**config.mk**
```make
export PLATFORM = sky130hd
export DESIGN_NAME = evt_status_reg
export DESIGN_NICKNAME = d
export VERILOG_FILES = /design/src/rtl/evt_status_pkg.sv /design/src/rtl/evt_bit_bank.sv /design/src/rtl/evt_mask_reg.sv /design/src/rtl/evt_rd_port.sv /design/src/rtl/evt_status_reg.sv
export SDC_FILE = /design/constraint.sdc
export NUM_CORES = 1
export LEC_CHECK = 0
export ABC_CLOCK_PERIOD_IN_PS = 800
export BUFFER_PORTS_ARGS = -buffer_cell sky130_fd_sc_hd__buf_2
export CAP_MARGIN = 15
export CORE_AREA = 2 2 55 57
export CTS_BUF_LIST = sky130_fd_sc_hd__clkbuf_2
export DETAILED_ROUTE_END_ITERATION = 8
export DIE_AREA = 0 0 57 59
export GPL_TIMING_DRIVEN = 0
export PLACE_DENSITY = 0.81
export SLEW_MARGIN = 5
export SYNTH_ARGS = -nofsm -noshare
export SYNTH_HDL_FRONTEND = slang
export SYNTH_SLANG_ARGS = --single-unit
export TNS_END_PERCENT = 100
```
**constraint.sdc**
```tcl
create_clock -name clk -period 0.8 [get_ports clk]
set_input_delay 0.04 -clock clk [delete_from_list [all_inputs] [get_ports clk]]
set_output_delay 0.04 -clock clk [all_outputs]
set_load 0.02 [all_outputs]
```
**src/rtl/evt_status_pkg.sv**
```systemverilog
package evt_status_pkg;
  parameter int EVT_W      = 8;
  parameter int SB_W       = 8;
  parameter int SUM_POS    = 5;
  parameter int QERR_BIT   = 2;

  typedef enum logic {
    SEL_EVENT = 1'b0,
    SEL_MASK  = 1'b1
  } host_sel_e;
endpackage

```
**src/rtl/evt_bit_bank.sv**
```systemverilog
module evt_bit_bank #(
  parameter int W = 8
) (
  input  logic         clk,
  input  logic         rst,
  input  logic [W-1:0] set_pulse,
  input  logic         clr_all,
  output logic [W-1:0] flags
);
  for (genvar i = 0; i < W; i++) begin : g_bit
    logic flag_q;

    always_ff @(posedge clk) begin
      if (rst)
        flag_q <= 1'b0;
      else if (set_pulse[i])
        flag_q <= 1'b1;
      else if (clr_all)
        flag_q <= 1'b0;
    end

    assign flags[i] = flag_q;

    AST_FLAG_STICKY: assert property (@(posedge clk) disable iff (rst)
      (flag_q && !clr_all) |=> flag_q);
    AST_PULSE_WINS: assert property (@(posedge clk) disable iff (rst)
      set_pulse[i] |=> flag_q);
  end

  AST_CLEAR_KEEPS_NEW: assert property (@(posedge clk) disable iff (rst)
    clr_all |=> (flags == $past(set_pulse)));
endmodule

```
**src/rtl/evt_mask_reg.sv**
```systemverilog
module evt_mask_reg #(
  parameter int W = 8
) (
  input  logic         clk,
  input  logic         rst,
  input  logic         load,
  input  logic [W-1:0] load_val,
  output logic [W-1:0] mask
);
  logic [W-1:0] mask_q;

  always_ff @(posedge clk) begin
    if (rst)
      mask_q <= '0;
    else if (load)
      mask_q <= load_val;
  end

  assign mask = mask_q;

  AST_MASK_HOLD: assert property (@(posedge clk) disable iff (rst)
    !load |=> $stable(mask_q));
  AST_MASK_LOAD: assert property (@(posedge clk) disable iff (rst)
    load |=> (mask_q == $past(load_val)));
endmodule

```
**src/rtl/evt_rd_port.sv**
```systemverilog
module evt_rd_port #(
  parameter int W = 8
) (
  input  logic         clk,
  input  logic         rst,
  input  logic         rd,
  input  logic         sel_mask,
  input  logic [W-1:0] evt_val,
  input  logic [W-1:0] mask_val,
  output logic [W-1:0] rdata
);
  logic [W-1:0] rdata_q;

  always_ff @(posedge clk) begin
    if (rst)
      rdata_q <= '0;
    else if (rd)
      rdata_q <= sel_mask ? mask_val : evt_val;
  end

  assign rdata = rdata_q;

  AST_RDATA_HOLD: assert property (@(posedge clk) disable iff (rst)
    !rd |=> $stable(rdata_q));
endmodule

```
**src/rtl/evt_status_reg.sv**
```systemverilog
module evt_status_reg
  import evt_status_pkg::*;
#(
  parameter int EW   = EVT_W,
  parameter int SBW  = SB_W,
  parameter int SPOS = SUM_POS
) (
  input  logic           clk,
  input  logic           rst,
  input  logic [EW-1:0]  evt_pulse,
  input  logic           host_rd,
  input  logic           host_wr,
  input  logic           host_sel,
  input  logic [EW-1:0]  host_wdata,
  input  logic           clr_status,
  input  logic [SBW-1:0] sb_other,
  output logic [EW-1:0]  host_rdata,
  output logic [SBW-1:0] status_byte
);
  logic [EW-1:0] evt_flags;
  logic [EW-1:0] en_mask;
  logic          rd_evt;
  logic          wr_mask;
  logic          evt_clr;
  logic          summary;

  assign rd_evt  = host_rd && (host_sel_e'(host_sel) == SEL_EVENT);
  assign wr_mask = host_wr && (host_sel_e'(host_sel) == SEL_MASK);
  assign evt_clr = rd_evt || clr_status;

  evt_bit_bank #(.W(EW)) u_bank (
    .clk       (clk),
    .rst       (rst),
    .set_pulse (evt_pulse),
    .clr_all   (evt_clr),
    .flags     (evt_flags)
  );

  evt_mask_reg #(.W(EW)) u_mask (
    .clk      (clk),
    .rst      (rst),
    .load     (wr_mask),
    .load_val (host_wdata),
    .mask     (en_mask)
  );

  evt_rd_port #(.W(EW)) u_rd (
    .clk      (clk),
    .rst      (rst),
    .rd       (host_rd),
    .sel_mask (host_sel),
    .evt_val  (evt_flags),
    .mask_val (en_mask),
    .rdata    (host_rdata)
  );

  assign summary = |(evt_flags & en_mask);

  always_comb begin
    status_byte       = sb_other;
    status_byte[SPOS] = summary;
  end

  AST_READ_CAPTURE: assert property (@(posedge clk) disable iff (rst)
    rd_evt |=> (host_rdata == $past(evt_flags)));
  AST_READ_CLEARS: assert property (@(posedge clk) disable iff (rst)
    (rd_evt && (evt_pulse == '0)) |=> (evt_flags == '0));
  AST_EVT_WRITE_IGNORED: assert property (@(posedge clk) disable iff (rst)
    (host_wr && !host_sel && !evt_clr && (evt_pulse == '0)) |=> $stable(evt_flags));
  AST_SUM_NEEDS_MASK: assert property (@(posedge clk) disable iff (rst)
    (en_mask == '0) |-> !status_byte[SPOS]);
endmodule

```
==> results of run 1 <==
-- cell families (layout without fill, tap and decap cells) --
group | count (synthesis) | after routing | share of synthesized area
compound gates | 36 | 36 | 0.286
buf+inv | 36 | 97 | 0.169
flops | 24 | 24 | 0.403
simple gates | 19 | 19 | 0.0746
mux | 8 | 8 | 0.0672
-- what timing repair did --
action / in CTS / in global routing
endpoints found under the hold margin: 22 / 0
buffers inserted: 3 / 5
pin swaps: 7 / 16
resized for setup: 45 / 22
hold buffers: 19 / 0
endpoints found under the setup margin: 20 / 31
-- stage by stage --
step,utilization,instances,area [um^2],TNS [ns],hold WS [ns]
floorplan,-,123,1190,0,0.187
global placement,0.515,187,1400,-0.356,0.235
detailed placement,0.515,187,1400,-0.592,0.237
CTS,0.646,212,1750,-1.55,0.0111
global route,0.674,215,1830,-2.53,0.000975
finish,0.674,215,1830,-1.65,0.0314
-- synthesized netlist by cell type --
master    number
nor2b_1        1
buf_4          9
dfxtp_1       24
buf_6          3
o32ai_2        8
buf_2          8
nand4_1        1
nand3_1        8
a22oi_1        4
a21bo_1        8
nor2_1         8
or2_1          1
a211oi_1       8
inv_1         16
a21oi_1        8
mux2i_1        8
-- power by group --
part	leakage (uW)	total, uW	switching [uW]	internal [uW]
sequential	0.000207	1360	72.9	1280
combinational	0.000581	664	305	359
clock	0.0000266	805	374	431
-- worst register-to-register path: stages, from the launching register on --
cell      delay, ns
dfxtp_2        0.39
buf_4          0.13
buf_6          0.11
mux2i_1        0.13
a211oi_1       0.09
-- state kept, by name, indices dropped and copies added (netlist names) --
signal and count:
u_bank.g_bit.flag_q 8, u_rd.rdata 8, u_mask.mask 8
-- final cells by class --
| class | instances | area (um^2) |
|---|---|---|
| Fill cell | 211 | 883 |
| Timing Repair Buffer | 58 | 474 |
| Inverter | 16 | 60.1 |
| Tap cell | 31 | 38.8 |
| Clock inverter | 1 | 30.0 |
| Multi-Input combinational cell | 63 | 559 |
| Buffer | 19 | 134 |
| Clock buffer | 3 | 15.0 |
| Sequential cell | 24 | 515 |
-- worst max-delay path by stage --
stage | startpoint | endpoint | slack, ns | cells past startpoint
after floorplan | rst | u_bank.g_bit[0].flag_q | 0.008 | 4
after global placement | u_mask.mask[6] | status_byte[5] | -0.17 | 4
after detailed placement | u_mask.mask[6] | status_byte[5] | -0.19 | 4
after CTS | u_bank.g_bit[6].flag_q | status_byte[5] | -0.47 | 3
after global routing | u_bank.g_bit[7].flag_q | status_byte[5] | -0.55 | 3
final | u_bank.g_bit[7].flag_q | status_byte[5] | -0.47 | 3
-- metal layers --
metal / up-vias / part of all wire / GRT usage
met1: 532 / 0.36 / 0.224
li1: 541 / - / -
met4: 0 / 0.029 / 0.0864
met3: 13 / 0.059 / 0.0328
met5: - / 0 / 0
met2: 53 / 0.55 / 0.363
==> flow_summary_export.csv, run 1 <==
group,metric,value,unit
grt,grt_pass1_wl,5060,um
place,hpwl,2120,um
sta,slew_headroom,0.815,
yosys,syn_nets,153,
drt,wl_per_cell,15.4,um
sta,rsz0062_at_grt,"true",
drt,drc,0,
status,violations,"negative setup slack",
power,ir_drop,1.48,mV
place,dp_slack,-0.186,ns
cts,cts_buffers,3,
worst_setup_path,critical_path_class,"flop to output port",
drt,ant_nets,0,
sta,slew_violations,0,
sta,fin_ws,-0.473,ns
floorplanning,dieArea,0.00336,mm^2
grt,antenna_found_initial,0,
worst_setup_path,cp.required,0.76,ns
worst_setup_path,cp_top_family,"flip-flops",
worst_setup_path,slowest_delay,0.39,ns
cts,clock_latency,0.35,ns
sta,period_needed,1.27,ns
cells_and_area,drive_gt1_frac,0.598,
drt,first_pass_iters,5,
floorplanning,pin_count,46,
worst_setup_path,critPathBufInv,1,
sta,period_share,1.59,
worst_setup_path,reg2reg_depth,4,
worst_setup_path,critical-path-slowest-cell,"dfxtp_2",
power,p_per_area,1550,mW/mm^2
cells_and_area,nNetsFinal,215,
worst_setup_path,r2r_slack,-0.13,ns
cts,cts_root_buf,"clkbuf_2",
worst_setup_path,worst_r2r_endpoint,"u_rd.rdata[7]",
cells_and_area,mostFrequentLayoutCell,"buf_2",
worst_setup_path,start_kind,"flop",
cells_and_area,syn_to_final_growth,53.4,%
sta,fin_skew,0.00319,ns
yosys,mappedNetlistArea,0.00119,mm^2
flow_run,drv_cap,0,
yosys,avgSynthCellArea,9.68,um^2
cts,htreeDepth,1,
drt,finalWirelength,3320,um
min_path,worstHoldPathCells,3,
sta,timing.fmax,785,MHz
sta,worstMarginPinSlew,0.278,ns
cts,cts_tree,"built",
power,total_power,2820,uW
cts,clock_sinks,24,
yosys,ys_top_cells_by_area,"dfxtp_1 40%, o32ai_2 11%, a21bo_1 6.7%",
floorplanning,die_x,57,um
min_path,min_from,"host_wr",
grt,grt_max_degree,15,
worst_setup_path,cp_cell_sequence,"a22oi_1, nand4_1, buf_6",
cells_and_area,mostFrequentLayoutCells,"32 x buf_2, 22 x dfxtp_2, 18 x dlygate4sd3_1",
cts,clockBufferDepth,2,
floorplanning,num_rows,19,
sta,hold_viol,0,
worst_setup_path,end_kind,"output port",
sta,setup_viol,16,
grt,grt_overflow,0,
cells_and_area,n_antenna_cell,0,
place,gp_congestion,0.799,
min_path,min_path_type,"primary input to flop",
drt,vias_per_cell,5.30,
worst_setup_path,critPathMaxFanout,2,
yosys,synth_cell_type_count,16,
yosys,yosysSeqAreaShare,0.403,
min_path,min_to,"u_mask.mask[7]",
status,status,"finished with violations",
drt,num_vias,1139,
yosys,yosys_register_bits,24,
power,leakage,0.000815,uW
grt,grt_pass1_vias,1110,
yosys,synth_top_cell_by_area,"dfxtp_1",
yosys,synthCells,123,
yosys,yosysTopAreaCellShare,0.403,
worst_setup_path,r2r_start,"u_bank.g_bit[7].flag_q",
cts,path_clk_slew,0.22,ns
yosys,yosys_warnings,0,
drt,drt-initial-drc-count,31,
worst_setup_path,critPathArrivalTime,1.23,ns
floorplanning,fp.dieH,59,um
floorplanning,coreArea,0.00271,mm^2
grt,track_usage,0.197,
place,port_buffers,33,
floorplanning,start_util,0.440,
Power figures use the tool's default switching activity.
==> inputs of run 2 (changes only) <==
--- a/config.mk
+++ b/config.mk
@@ -5,15 +5,15 @@
 export SDC_FILE = /design/constraint.sdc
 export NUM_CORES = 1
 export LEC_CHECK = 0
-export ABC_CLOCK_PERIOD_IN_PS = 800
+export ABC_CLOCK_PERIOD_IN_PS = 1600
 export BUFFER_PORTS_ARGS = -buffer_cell sky130_fd_sc_hd__buf_2
 export CAP_MARGIN = 15
-export CORE_AREA = 2 2 55 57
+export CORE_AREA = 2 2 54 56
 export CTS_BUF_LIST = sky130_fd_sc_hd__clkbuf_2
 export DETAILED_ROUTE_END_ITERATION = 8
-export DIE_AREA = 0 0 57 59
+export DIE_AREA = 0 0 56 58
 export GPL_TIMING_DRIVEN = 0
-export PLACE_DENSITY = 0.81
+export PLACE_DENSITY = 0.8
 export SLEW_MARGIN = 5
 export SYNTH_ARGS = -nofsm -noshare
 export SYNTH_HDL_FRONTEND = slang
==> constraint.sdc (replaced) <==
create_clock -name clk -period 1.6 [get_ports clk]
set_input_delay 0.08 -clock clk [delete_from_list [all_inputs] [get_ports clk]]
set_output_delay 0.08 -clock clk [all_outputs]
set_load 0.02 [all_outputs]
==> run 2 against run 1 <==
Net effect: the flow now finishes without violations; critical path depth rose by 1; wire length down 23%; largest cell class is now multi-input gates; clock skew is 0.012 ns higher; clock power down 72%; setup slack improved by 0.65 ns.
==> flow_summary_export.csv, run 2 (same netlist as run 1, synthesis figures left out) <==
group,metric,value,unit
place,gp_congestion,0.762,
cts,htreeDepth,1,
cts,cts_buffers,3,
grt,grtUsageMet3,0.0313,
place,port_buffers,33,
drt,ant_nets,0,
floorplanning,die_x,56,um
sta,period_needed,1.42,ns
place,dp_cells,187,
grt,track_usage,0.172,
grt,globalRoute.busiestLayer,"met2",
sta,setup_viol,0,
cts,path_clk_slew,0.22,ns
cells_and_area,instances_no_fill,208,
drt,finalWirelength,2560,um
cts,clock_latency,0.33,ns
worst_setup_path,start_kind,"flop",
worst_setup_path,r2r_slack,0.74,ns
grt,met1_usage,0.215,
min_path,worstHoldPathCells,3,
grt,met2_usage,0.306,
cells_and_area,drive_gt1_frac,0.362,
sta,tns,0,ns
worst_setup_path,worst_r2r_endpoint,"u_rd.rdata[5]",
cts,clockBufferDepth,2,
worst_setup_path,critPathCapture,"status_byte[5]",
grt,grt_pass1_wl,4470,um
grt,grt_overflow,0,
cts,clock_sinks,24,
cells_and_area,mostFrequentLayoutCell,"buf_2",
cells_and_area,mostFrequentLayoutCells,"41 x buf_2, 24 x dfxtp_1, 17 x dlygate4sd3_1",
cts,cts_tree,"built",
worst_setup_path,critPathArrivalTime,1.34,ns
worst_setup_path,critical_path.startpoint,"u_mask.mask[6]",
floorplanning,coreArea,0.00266,mm^2
cells_and_area,syn_to_final_growth,33.0,%
worst_setup_path,critical_path_class,"flop to output port",
grt,grt_max_degree,14,
min_path,min_path_type,"primary input to flop",
worst_setup_path,r2r_start,"u_bank.g_bit[5].flag_q",
floorplanning,num_rows,19,
worst_setup_path,critPathMaxFanout,3,
power,leakage,0.000738,uW
power,total_power,1160,uW
worst_setup_path,end_kind,"output port",
drt,wl_per_cell,12.3,um
floorplanning,pin_count,46,
sta,slew_violations,0,
sta,rsz0062_at_grt,"false",
grt,grt_pass1_vias,1025,
status,status,"finished, final reports clean",
drt,first_pass_iters,4,
power,p_per_area,731,mW/mm^2
cells_and_area,nNetsFinal,208,
drt,drt-initial-drc-count,23,
floorplanning,dieArea,0.00325,mm^2
drt,num_vias,1057,
cells_and_area,final_util,0.595,
worst_setup_path,reg2reg_depth,2,
sta,timing.fmax,705,MHz
sta,hold_viol,0,
drt,vias_per_cell,5.08,
drt,drc,0,
floorplanning,fp.dieH,58,um
power,ir_drop,0.536,mV
grt,antenna_found_initial,0,
sta,period_share,0.886,
sta,fin_skew,0.0151,ns
sta,worstMarginPinSlew,0.245,ns
sta,slew_headroom,0.837,
place,hpwl,1890,um
worst_setup_path,cp.required,1.52,ns
cts,cts_root_buf,"clkbuf_2",
floorplanning,start_util,0.447,
cts,postCtsSetupRepairBufs,0,
flow_run,drv_cap,0,
cells_and_area,n_antenna_cell,0,
[run 2: timing repair]
action | 4_1_cts | 5_1_grt
gates resized for setup | 0 | 0
hold buffers | 17 | 0
endpoints found under the hold margin | 20 | 0
[run 2: layout make-up]
type / count / area [um^2]
buffer: 20 / 141
clock buffer: 3 / 15.0
clock inverter: 1 / 3.75
fill: 227 / 1080
inverter: 16 / 60.1
multi-input combinational: 63 / 509
sequential: 24 / 480
tap: 31 / 38.8
timing repair buffer: 50 / 335
[run 2: per-layer routing]
metal,share of wire,vias up
met4,0.0047,0
met1,0.41,487
li1,-,526
met3,0.073,2
met5,0,-
met2,0.51,42
[run 2: report_power, final]
group          internal (uW)  switching, uW  leakage (uW)  total [uW]
registers                636           27.5      0.000198         663
clock network           54.3            170     0.0000140         224
logic                    140            131      0.000525         271
[run 2: through the flow]
stage | setup slack [ns] | area, um^2 | hold WS (ns)
6_report | 0.182 | 1580 | 0.0663
3_5_place_dp | 0.578 | 1400 | 0.279
2_1_floorplan | 0.768 | 1190 | 0.227
3_3_place_gp | 0.591 | 1400 | 0.280
4_1_cts | 0.178 | 1580 | 0.0475
5_1_grt | 0.0647 | 1580 | 0.0403
[run 2: worst min-delay path by stage]
stage	from	to	slack, ns
floorplan	host_wdata[0]	u_mask.mask[0]	0.23
global placement	rst	u_rd.rdata[1]	0.28
detailed placement	rst	u_rd.rdata[1]	0.28
CTS	host_rd	u_rd.rdata[2]	0.05
global route	host_rd	u_rd.rdata[3]	0.04
finish	host_rd	u_rd.rdata[2]	0.07
[run 2: critical path, cell delays in order (launching register included)]
cell and delay [ns]:
dfxtp_1 0.38, a22oi_1 0.22, nand4_1 0.13, buf_4 0.14, buf_2 0.15
